**src/rtl/lrsc_pkg.sv**
```systemverilog
`timescale 1ns/1ps
// Shared encodings and types for the reservation unit.
// Assumes a 32-bit instruction word and 32-bit memory words.
package lrsc_pkg;
    localparam int          WORD_W     = 32;
    localparam logic [6:0]  OPC_ATOMIC = 7'b0101111;
    localparam logic [2:0]  F3_WORD    = 3'b010;
    localparam logic [4:0]  F5_LOADRES = 5'b00010;
    localparam logic [4:0]  F5_STORECD = 5'b00011;

    typedef enum logic [2:0] {
        ST_IDLE,
        ST_PRE,
        ST_RD,
        ST_POST,
        ST_FAILF,
        ST_WR,
        ST_WB
    } lrsc_state_e;

    typedef struct packed {
        logic       is_lr;
        logic       is_sc;
        logic       aq;
        logic       rl;
        logic [4:0] rd;
    } lrsc_dec_t;
endpackage

```
**src/rtl/lrsc_decode.sv**
```systemverilog
`timescale 1ns/1ps
// Instruction decoder: recognises the word-sized load-reserved and
// store-conditional encodings and extracts ordering bits and rd.
// Assumes nothing about validity; the caller qualifies with req_valid.
module lrsc_decode
    import lrsc_pkg::*;
(
    input  logic [31:0] instr,
    output lrsc_dec_t   dec
);
    logic group_ok;
    logic unused_fields;

    assign unused_fields = ^instr[19:15];

    // Purpose: classify the instruction word.
    always_comb begin
        group_ok  = (instr[6:0] == OPC_ATOMIC) && (instr[14:12] == F3_WORD);
        dec.is_lr = group_ok && (instr[31:27] == F5_LOADRES) && (instr[24:20] == 5'd0);
        dec.is_sc = group_ok && (instr[31:27] == F5_STORECD);
        dec.aq    = instr[26];
        dec.rl    = instr[25];
        dec.rd    = instr[11:7];
    end
endmodule

```
**src/rtl/lrsc_resv.sv**
```systemverilog
`timescale 1ns/1ps
// Reservation register: holds address and captured word plus a valid flag.
// Assumes set and drop never target conflicting goals; a drop or an
// invalidate always beats a set in the same cycle.
module lrsc_resv #(
    parameter int XLEN = 32
) (
    input  logic              clk,
    input  logic              rst_n,
    input  logic              set,
    input  logic [XLEN-1:0]   set_addr,
    input  logic [31:0]       set_val,
    input  logic              drop,
    input  logic              inv,
    output logic              valid,
    output logic [XLEN-1:0]   addr,
    output logic [31:0]       val
);
    // Purpose: update the reservation, clearing having priority.
    always_ff @(posedge clk) begin
        if (!rst_n) begin
            valid <= 1'b0;
            addr  <= '0;
            val   <= '0;
        end else if (inv || drop) begin
            valid <= 1'b0;
        end else if (set) begin
            valid <= 1'b1;
            addr  <= set_addr;
            val   <= set_val;
        end
    end


    inv_clears_chk: assert property (@(posedge clk) disable iff (!rst_n)
        inv |=> !valid);
endmodule

```
**src/rtl/lrsc_ctrl.sv**
```systemverilog
`timescale 1ns/1ps
// Sequencer for load-reserved / store-conditional. Drives the memory
// handshake, fence strobes, register write-back and reservation updates.
// Assumes memory holds mem_rdata valid in the cycle mem_ready is high.
module lrsc_ctrl
    import lrsc_pkg::*;
#(
    parameter int XLEN = 32
) (
    input  logic              clk,
    input  logic              rst_n,
    input  logic              req_valid,
    input  lrsc_dec_t         dec,
    input  logic [XLEN-1:0]   rs1,
    input  logic [XLEN-1:0]   rs2,
    input  logic              invalidate,
    input  logic              resv_valid,
    input  logic [XLEN-1:0]   resv_addr,
    input  logic [31:0]       resv_val,
    output logic              resv_set,
    output logic [XLEN-1:0]   resv_set_addr,
    output logic [31:0]       resv_set_val,
    output logic              resv_drop,
    output logic              mem_req,
    output logic              mem_we,
    output logic [XLEN-1:0]   mem_addr,
    output logic [31:0]       mem_wdata,
    input  logic              mem_ready,
    input  logic [31:0]       mem_rdata,
    output logic              busy,
    output logic              rd_we,
    output logic [4:0]        rd_idx,
    output logic [XLEN-1:0]   rd_data,
    output logic              fence_acq,
    output logic              fence_rel,
    output logic              exc_misaligned
);
    localparam logic [XLEN-1:0] SC_FAIL = XLEN'(1);

    lrsc_state_e     state_q;
    logic            is_sc_q;
    logic            aq_q;
    logic            rl_q;
    logic [4:0]      rd_q;
    logic [XLEN-1:0] addr_q;
    logic [31:0]     wdata_q;
    logic [XLEN-1:0] result_q;
    logic            exc_q;
    logic            accept;
    logic            misal;
    logic            hit;
    logic [XLEN-1:0] load_ext;

    // Purpose: widen the loaded word with its sign bit when XLEN is wider.
    generate
        if (XLEN > WORD_W) begin : g_ext
            assign load_ext = {{(XLEN-WORD_W){mem_rdata[WORD_W-1]}}, mem_rdata};
        end else begin : g_noext
            assign load_ext = mem_rdata;
        end
    endgenerate

    assign accept = req_valid && (state_q == ST_IDLE) && (dec.is_lr || dec.is_sc);
    assign misal  = |rs1[1:0];
    assign hit    = resv_valid && !invalidate && (resv_addr == rs1);

    // Purpose: step the operation sequence and hold its operands.
    always_ff @(posedge clk) begin
        if (!rst_n) begin
            state_q  <= ST_IDLE;
            is_sc_q  <= 1'b0;
            aq_q     <= 1'b0;
            rl_q     <= 1'b0;
            rd_q     <= '0;
            addr_q   <= '0;
            wdata_q  <= '0;
            result_q <= '0;
            exc_q    <= 1'b0;
        end else begin
            exc_q <= 1'b0;
            case (state_q)
                ST_IDLE: begin
                    if (accept) begin
                        is_sc_q <= dec.is_sc;
                        aq_q    <= dec.aq;
                        rl_q    <= dec.rl;
                        rd_q    <= dec.rd;
                        addr_q  <= rs1;
                        wdata_q <= rs2[WORD_W-1:0];
                        if (misal) begin
                            exc_q <= 1'b1;
                        end else if (dec.is_lr) begin
                            state_q <= dec.rl ? ST_PRE : ST_RD;
                        end else if (hit) begin
                            state_q <= ST_RD;
                        end else begin
                            result_q <= SC_FAIL;
                            state_q  <= (dec.aq || dec.rl) ? ST_FAILF : ST_WB;
                        end
                    end
                end
                ST_PRE: state_q <= ST_RD;
                ST_RD: begin
                    if (mem_ready) begin
                        if (!is_sc_q) begin
                            result_q <= load_ext;
                            state_q  <= aq_q ? ST_POST : ST_WB;
                        end else if (mem_rdata == resv_val) begin
                            state_q <= ST_WR;
                        end else begin
                            result_q <= SC_FAIL;
                            state_q  <= ST_WB;
                        end
                    end
                end
                ST_WR: begin
                    if (mem_ready) begin
                        result_q <= '0;
                        state_q  <= ST_WB;
                    end
                end
                ST_POST, ST_FAILF: state_q <= ST_WB;
                ST_WB:             state_q <= ST_IDLE;
                default:           state_q <= ST_IDLE;
            endcase
        end
    end

    // Purpose: decode state into handshake, strobes and reservation updates.
    always_comb begin
        mem_req        = (state_q == ST_RD) || (state_q == ST_WR);
        mem_we         = (state_q == ST_WR);
        mem_addr       = addr_q;
        mem_wdata      = wdata_q;
        busy           = (state_q != ST_IDLE);
        rd_we          = (state_q == ST_WB);
        rd_idx         = rd_q;
        rd_data        = result_q;
        fence_rel      = (state_q == ST_PRE)  || ((state_q == ST_FAILF) && rl_q);
        fence_acq      = (state_q == ST_POST) || ((state_q == ST_FAILF) && aq_q);
        exc_misaligned = exc_q;
        resv_set       = (state_q == ST_RD) && mem_ready && !is_sc_q;
        resv_set_addr  = addr_q;
        resv_set_val   = mem_rdata;
        resv_drop      = (state_q == ST_WB) && is_sc_q;
    end


    handshake_hold_chk: assert property (@(posedge clk) disable iff (!rst_n)
        (mem_req && !mem_ready) |=> (mem_req && $stable(mem_addr) && $stable(mem_we) && $stable(mem_wdata)));


    misaligned_src_chk: assert property (@(posedge clk) disable iff (!rst_n)
        exc_misaligned |-> ($past(req_valid) && !busy && !mem_req));


    busy_release_chk: assert property (@(posedge clk) disable iff (!rst_n)
        rd_we |=> !busy);
endmodule

```
**src/rtl/lrsc_unit.sv**
```systemverilog
`timescale 1ns/1ps
// Top of the reservation unit: decoder, sequencer and reservation register.
// Assumes a single requester and a memory that completes each request
// with mem_ready; no caching or multi-hart arbitration.
module lrsc_unit
    import lrsc_pkg::*;
#(
    parameter int XLEN = 32
) (
    input  logic              clk,
    input  logic              rst_n,
    input  logic              req_valid,
    input  logic [31:0]       req_instr,
    input  logic [XLEN-1:0]   req_rs1,
    input  logic [XLEN-1:0]   req_rs2,
    input  logic              invalidate,
    output logic              busy,
    output logic              rd_we,
    output logic [4:0]        rd_idx,
    output logic [XLEN-1:0]   rd_data,
    output logic              fence_acq,
    output logic              fence_rel,
    output logic              exc_misaligned,
    output logic              mem_req,
    output logic              mem_we,
    output logic [XLEN-1:0]   mem_addr,
    output logic [31:0]       mem_wdata,
    input  logic              mem_ready,
    input  logic [31:0]       mem_rdata
);
    lrsc_dec_t       dec;
    logic            rv_valid;
    logic [XLEN-1:0] rv_addr;
    logic [31:0]     rv_val;
    logic            rv_set;
    logic [XLEN-1:0] rv_set_addr;
    logic [31:0]     rv_set_val;
    logic            rv_drop;

    lrsc_decode i_decode (
        .instr (req_instr),
        .dec   (dec)
    );

    lrsc_resv #(.XLEN(XLEN)) i_resv (
        .clk      (clk),
        .rst_n    (rst_n),
        .set      (rv_set),
        .set_addr (rv_set_addr),
        .set_val  (rv_set_val),
        .drop     (rv_drop),
        .inv      (invalidate),
        .valid    (rv_valid),
        .addr     (rv_addr),
        .val      (rv_val)
    );

    lrsc_ctrl #(.XLEN(XLEN)) i_ctrl (
        .clk            (clk),
        .rst_n          (rst_n),
        .req_valid      (req_valid),
        .dec            (dec),
        .rs1            (req_rs1),
        .rs2            (req_rs2),
        .invalidate     (invalidate),
        .resv_valid     (rv_valid),
        .resv_addr      (rv_addr),
        .resv_val       (rv_val),
        .resv_set       (rv_set),
        .resv_set_addr  (rv_set_addr),
        .resv_set_val   (rv_set_val),
        .resv_drop      (rv_drop),
        .mem_req        (mem_req),
        .mem_we         (mem_we),
        .mem_addr       (mem_addr),
        .mem_wdata      (mem_wdata),
        .mem_ready      (mem_ready),
        .mem_rdata      (mem_rdata),
        .busy           (busy),
        .rd_we          (rd_we),
        .rd_idx         (rd_idx),
        .rd_data        (rd_data),
        .fence_acq      (fence_acq),
        .fence_rel      (fence_rel),
        .exc_misaligned (exc_misaligned)
    );


    sc_write_addr_chk: assert property (@(posedge clk) disable iff (!rst_n)
        (mem_req && mem_we) |-> (mem_addr == rv_addr));
endmodule

```
**config.mk**
```make
export PLATFORM = sky130hd
export DESIGN_NAME = lrsc_unit
export DESIGN_NICKNAME = d
export VERILOG_FILES = /design/src/rtl/lrsc_pkg.sv /design/src/rtl/lrsc_decode.sv /design/src/rtl/lrsc_resv.sv /design/src/rtl/lrsc_ctrl.sv /design/src/rtl/lrsc_unit.sv
export SDC_FILE = /design/constraint.sdc
export NUM_CORES = 1
export LEC_CHECK = 0
export BUFFER_PORTS_ARGS = -buffer_cell sky130_fd_sc_hd__buf_2
export CORE_UTILIZATION = 45
export DETAILED_ROUTE_END_ITERATION = 12
export GPL_TIMING_DRIVEN = 0
export PLACE_DENSITY = 0.75
export SYNTH_ARGS = -nofsm -noshare
export SYNTH_HDL_FRONTEND = slang
export SYNTH_SLANG_ARGS = --single-unit
```
**constraint.sdc**
```tcl
create_clock -name clk -period 5.8 [get_ports clk]
set_input_delay 0.87 -clock clk [delete_from_list [all_inputs] [get_ports clk]]
set_output_delay 0.87 -clock clk [all_outputs]
set_load 0.005 [all_outputs]
```
== After elaboration in Yosys (flattened, before gate mapping) ==
Index checks and enable logic that the tools add are counted.
Storage, ports and cells
  flip-flop bits (word level): 173
  input bits: 133
  output and inout port bits: 108
Cells by class
  equal/unequal tests: 19
  multiplexer cells: 22
  bitwise gates (word level): 2
  reduce and logical (&&, ||, !) cells: 33
Operator list (count)
  32-bit two-way mux: 8
  32-bit case mux with 3 select lines: 1
  32-bit equality test: 2
  3-bit two-way mux: 8
  3-bit case mux with 5 select lines: 1
  1-bit logical AND: 13
  5-bit by 2-bit equality test with 1-bit output, second input constant: 2
  3-bit by 2-bit equality test with 1-bit output, second input constant: 3
  3-bit equality test, second input constant: 3
  2-bit inequality test, second input constant: 4
  8-bit AND reduction: 1
  7-bit by 6-bit equality test with 1-bit output, second input constant: 1
  1-bit logical OR: 6
  2-bit two-way mux: 3
  3-bit nonzero test: 2
  2-bit OR reduction: 3
  5-bit logical NOT: 1
  2-bit by 1-bit inequality test with 1-bit output, second input constant: 2
  2-bit AND reduction: 2
  4-bit AND reduction: 1
  3-bit by 1-bit equality test with 1-bit output, second input constant: 1
  3-bit logical NOT: 1
  3-bit inequality test, second input constant: 1
  3-bit AND reduction: 1
  other kinds (3): 5

== Depth between registers and ports, before layout ==
  word-level depth: 8
  depth in mapped cells: 9

== By module ==
From an unflattened synthesis, not the netlist that was laid out.
Second synthesis, totals
  cell total of the unflattened synthesis: 976
  area total of the unflattened synthesis: 8363.0 um^2
By module, submodules not included
  lrsc_ctrl: times used 1, cells an instance 677, area an instance 5587.9 um^2, sequential area each 2162.1 um^2
  lrsc_resv: times used 1, cells an instance 281, area an instance 2647.5 um^2, sequential area each 1301.2 um^2
  lrsc_decode: times used 1, cells an instance 18, area an instance 127.6 um^2, sequential area each 0.0 um^2

== Worst setup path after synthesis ==
OpenSTA, ideal clock, no wires.
  path type: input -> register
  start: input port req_instr[12]
  end: register i_ctrl.result_q[10] (netlist: i_ctrl.rd_data[10])
  setup time: 0.072 ns
  data arrival time: 2.418 ns
  required time: 5.728 ns
  setup slack: 3.310 ns
  stages: 8
  buffers on the path: 2
  path through: nor4bb_1 nand4_2 nor4_4 o2bb2ai_1 nor3b_2 buf_6 buf_12 mux2i_1
On the way
  longest elaborated chain between the ends: 8
  elaborated cells between the ends (all ways): 10
  classes of those cells: eq/ne (3); reduce/logical (7)
Ends and longest elaborated chain
  start, declared: line lrsc_unit.sv:13  | input logic [31:0] req_instr,
  3-bit by 2-bit equality test with 1-bit output *: line lrsc_decode.sv:18  | group_ok = (instr[6:0] == OPC_ATOMIC) && (instr[14:12] == F3_WORD);
  1-bit logical AND *: line lrsc_decode.sv:18
  1-bit logical AND (2 in a row): line lrsc_decode.sv:19  | dec.is_lr = group_ok && (instr[31:27] == F5_LOADRES) && (instr[24:20] == 5'd0);
  1-bit logical OR: line lrsc_ctrl.sv:63  | assign accept = req_valid && (state_q == ST_IDLE) && (dec.is_lr || dec.is_sc);
  1-bit logical AND: line lrsc_ctrl.sv:63
  2-bit by 1-bit inequality test with 1-bit output (no line)
  8-bit AND reduction (no line) *
  end signal, assigned: line lrsc_ctrl.sv:106  | result_q <= load_ext;
  end, declared: line lrsc_ctrl.sv:47  | logic [XLEN-1:0] result_q;
Mark *: on every way between the ends. The rest lies on a longest branch, timed or not.
A chain may end at the register's enable or synchronous reset.

== Worst setup path after layout ==
  start: register i_ctrl.state_q[0]
  end: output port fence_rel
On the way
  longest elaborated chain between the ends: 3
  elaborated cells between the ends (all ways): 4
  classes of those cells: eq/ne (2); reduce/logical (2)
Ends and longest elaborated chain
  start, declared: line lrsc_ctrl.sv:40  | lrsc_state_e state_q;
  start signal, assigned: line lrsc_ctrl.sv:93  | state_q <= dec.rl ? ST_PRE : ST_RD;
  start signal, assigned: line lrsc_ctrl.sv:98  | state_q <= (dec.aq || dec.rl) ? ST_FAILF : ST_WB;
  start signal, assigned: line lrsc_ctrl.sv:107  | state_q <= aq_q ? ST_POST : ST_WB;
  3-bit equality test: line lrsc_ctrl.sv:139  | fence_rel = (state_q == ST_PRE) || ((state_q == ST_FAILF) && rl_q);
  1-bit logical AND: line lrsc_ctrl.sv:139
  1-bit logical OR *: line lrsc_ctrl.sv:139
  end, declared: line lrsc_unit.sv:22  | output logic fence_rel,
Marked as above.

==> metrics.txt <==
status=completed; dpl ws=2.70 ns; Worst Clk Skew=0.0109 ns; grt met3 use=0.0640; max_cap viols=0; post-cts sizing count=0; GR Layer Usage met2=0.411; CP Class=reg -> out; Placer Congestion=0.894; share of layout cells above drive strength 1=0.241; CP Capture Type=output pin; post-route ant nets=0; final wirelength=20500 um; EDFF count, synth=0; Die H=129 um; Fillers=1448; nets=1297; DR iter-0 viols=395; Worst setup SP type=flop; # H-tree levels=4; part of the cycle the worst path needs=0.458; pin count of the biggest net entering global routing=17; clk root buf=clkbuf_16; VDD IR max=0.220 mV; first-pass GRT wire length=32000 um; row cnt=46; sequential share of the synthesized area=0.474; GR peak layer=met2; Tot Pwr=2.45 mW; Clock Tree Buf Depth=2; Die Area=16700 sq um; worst path required time=4.93 ns; GR Util All Layers=0.247; Crit Path Max Fanout=10; CTS sink count=173; Cell variety after synth=52; Post-CTS Setup Bufs=0; Hold Path Class=reg -> reg; Synth Cell Area=7300 sq um; Die X=129 um; sum of negative setup slack=0 ns; Synth Warn #=0; core box area=15900 sq um; syn_area_per_cell=8.02 sq um; leakage=3.70 nW; max_slew headroom=0.445; initial core utilization=0.460; drt first pass iters=5; grt ovf=0; Area growth, synth to finish=27.9%; RSZ-0062 raised after global routing=no; worst-margin pin slew=0.824 ns; clk slew on worst S/H paths=0.07 ns; Final HPWL DP=15200 um; Tmin final=2.66 ns; met1 Usage GRT=0.313; ys async rst share=0; final worst slack=3.14 ns; syn nets=1043; Mapped Cells=910; via count=7003; Worst-Skew Late Latency=0.43 ns; drc violations=0; final number of setup-violating endpoints=0; IO buf count=235; vias in the first global route=6371; TritonCTS Buffers=17; hold buffers post-CTS=0; CTS tree=yes; initial antenna violation count=2; Max Clk Rate=0.377 GHz; WL/cell=14.7 um; DR vias/cell=5.02; pwr dens=263 nW/um^2; final count of hold timing violations=0; #FFs+latches synth=173; Post-synth top flop=dfxtp_1; # IOs=241; Worst Path Arrival=1.79 ns; Final Max Tran Viols=0
==> final timing paths <==
check | cells past startpoint | end | slack, ns | startpoint
worst max register to register | 7 | i_ctrl.mem_addr[1] | 3.42 | i_ctrl.state_q[2]
worst min-delay path | 2 | i_ctrl.mem_wdata[10] | 0.45 | i_ctrl.mem_wdata[10]
worst max-delay path | 6 | fence_rel | 3.14 | i_ctrl.state_q[0]
worst min register to register | 2 | i_ctrl.mem_wdata[10] | 0.45 | i_ctrl.mem_wdata[10]
==> through the flow <==
| stage | area (sq um) | hold slack (ns) | util | cells |
|---|---|---|---|---|
| after global placement | 8750 | 0.435 | 0.551 | 1361 |
| after global routing | 9340 | 0.467 | 0.588 | 1393 |
| after floorplan | 7300 | 0.432 | - | 910 |
| after detailed placement | 8750 | 0.440 | 0.551 | 1361 |
| final | 9340 | 0.449 | 0.588 | 1394 |
| after CTS | 9340 | 0.450 | 0.588 | 1393 |
==> synth_stat cells (4+ instances only) <==
master	count	area (sq um)
nand2_1	335	1260
dfxtp_1	173	3460
a21oi_1	138	691
clkbuf_1	47	176
mux2i_1	33	330
xnor2_1	30	263
xor2_1	22	193
nor2_1	17	63.8
inv_1	12	45.0
nor2b_1	11	68.8
nand4_1	8	50.1
nor4_1	7	43.8
o21ai_0	7	35.0
buf_1	5	18.8
nand2b_1	5	31.3
nand3b_1	4	30.0
nor3_1	4	20.0
==> power by group <==
part / internal, mW / switching [mW]
registers: 1.19 / 0.00000543
logic: 0.0506 / 0.0702
clock network: 0.645 / 0.499
total: 1.88 / 0.569
==> area by class of cell <==
| class | instances | area [sq um] | share of cell area |
|---|---|---|---|
| multi-input cells | 666 | 3510 | 0.376 |
| inverters | 13 | 48.8 | 0.00523 |
| diodes | 1 | 2.50 | 0.000268 |
| plain buffers | 58 | 283 | 0.0303 |
| clock inverters | 13 | 154 | 0.0165 |
| clock buffers | 19 | 433 | 0.0464 |
| repair buffers | 235 | 1180 | 0.126 |
| flip-flops and latches | 173 | 3460 | 0.371 |
| well taps | 216 | 270 | 0.0289 |
==> cell families after synthesis <==
family	share of synthesized area
simple gates	0.250
flops	0.474
compound gates	0.123
buf+inv	0.0454
xor+xnor	0.0624
mux	0.0452
==> worst max-delay path, stage by stage (launching register included) <==
cell and delay [ns]:
dfxtp_1 0.38, clkbuf_1 0.36, inv_1 0.15, nor2_1 0.12, a21oi_1 0.05, nor2_1 0.15
buf_2 0.14
==> registers in the layout, indices dropped and copies added (netlist names), 3 cells and up <==
name              count
i_resv.addr          32
i_ctrl.mem_addr      32
i_ctrl.mem_wdata     32
i_ctrl.rd_idx         5
i_ctrl.state_q        3
i_resv.val           32
i_ctrl.rd_data       32
==> layout by cell type, fill, tap and decap left out, types with 7 or more instances in the layout <==
cell type	count
a21oi_1	138
buf_2	236
clkbuf_1	49
clkbuf_16	17
dfxtp_1	173
inv_1	12
mux2i_1	33
nand2_1	335
nand4_1	8
nor2_1	17
nor2b_1	11
nor4_1	7
o21ai_0	7
xnor2_1	30
xor2_1	22
==> layer usage <==
layer  wire length [um]  part of all wire
met5                  0                 0
met4                348             0.017
met3               1670             0.081
met2               9720              0.47
met1               8760              0.43
Power figures use the tool's default switching activity.
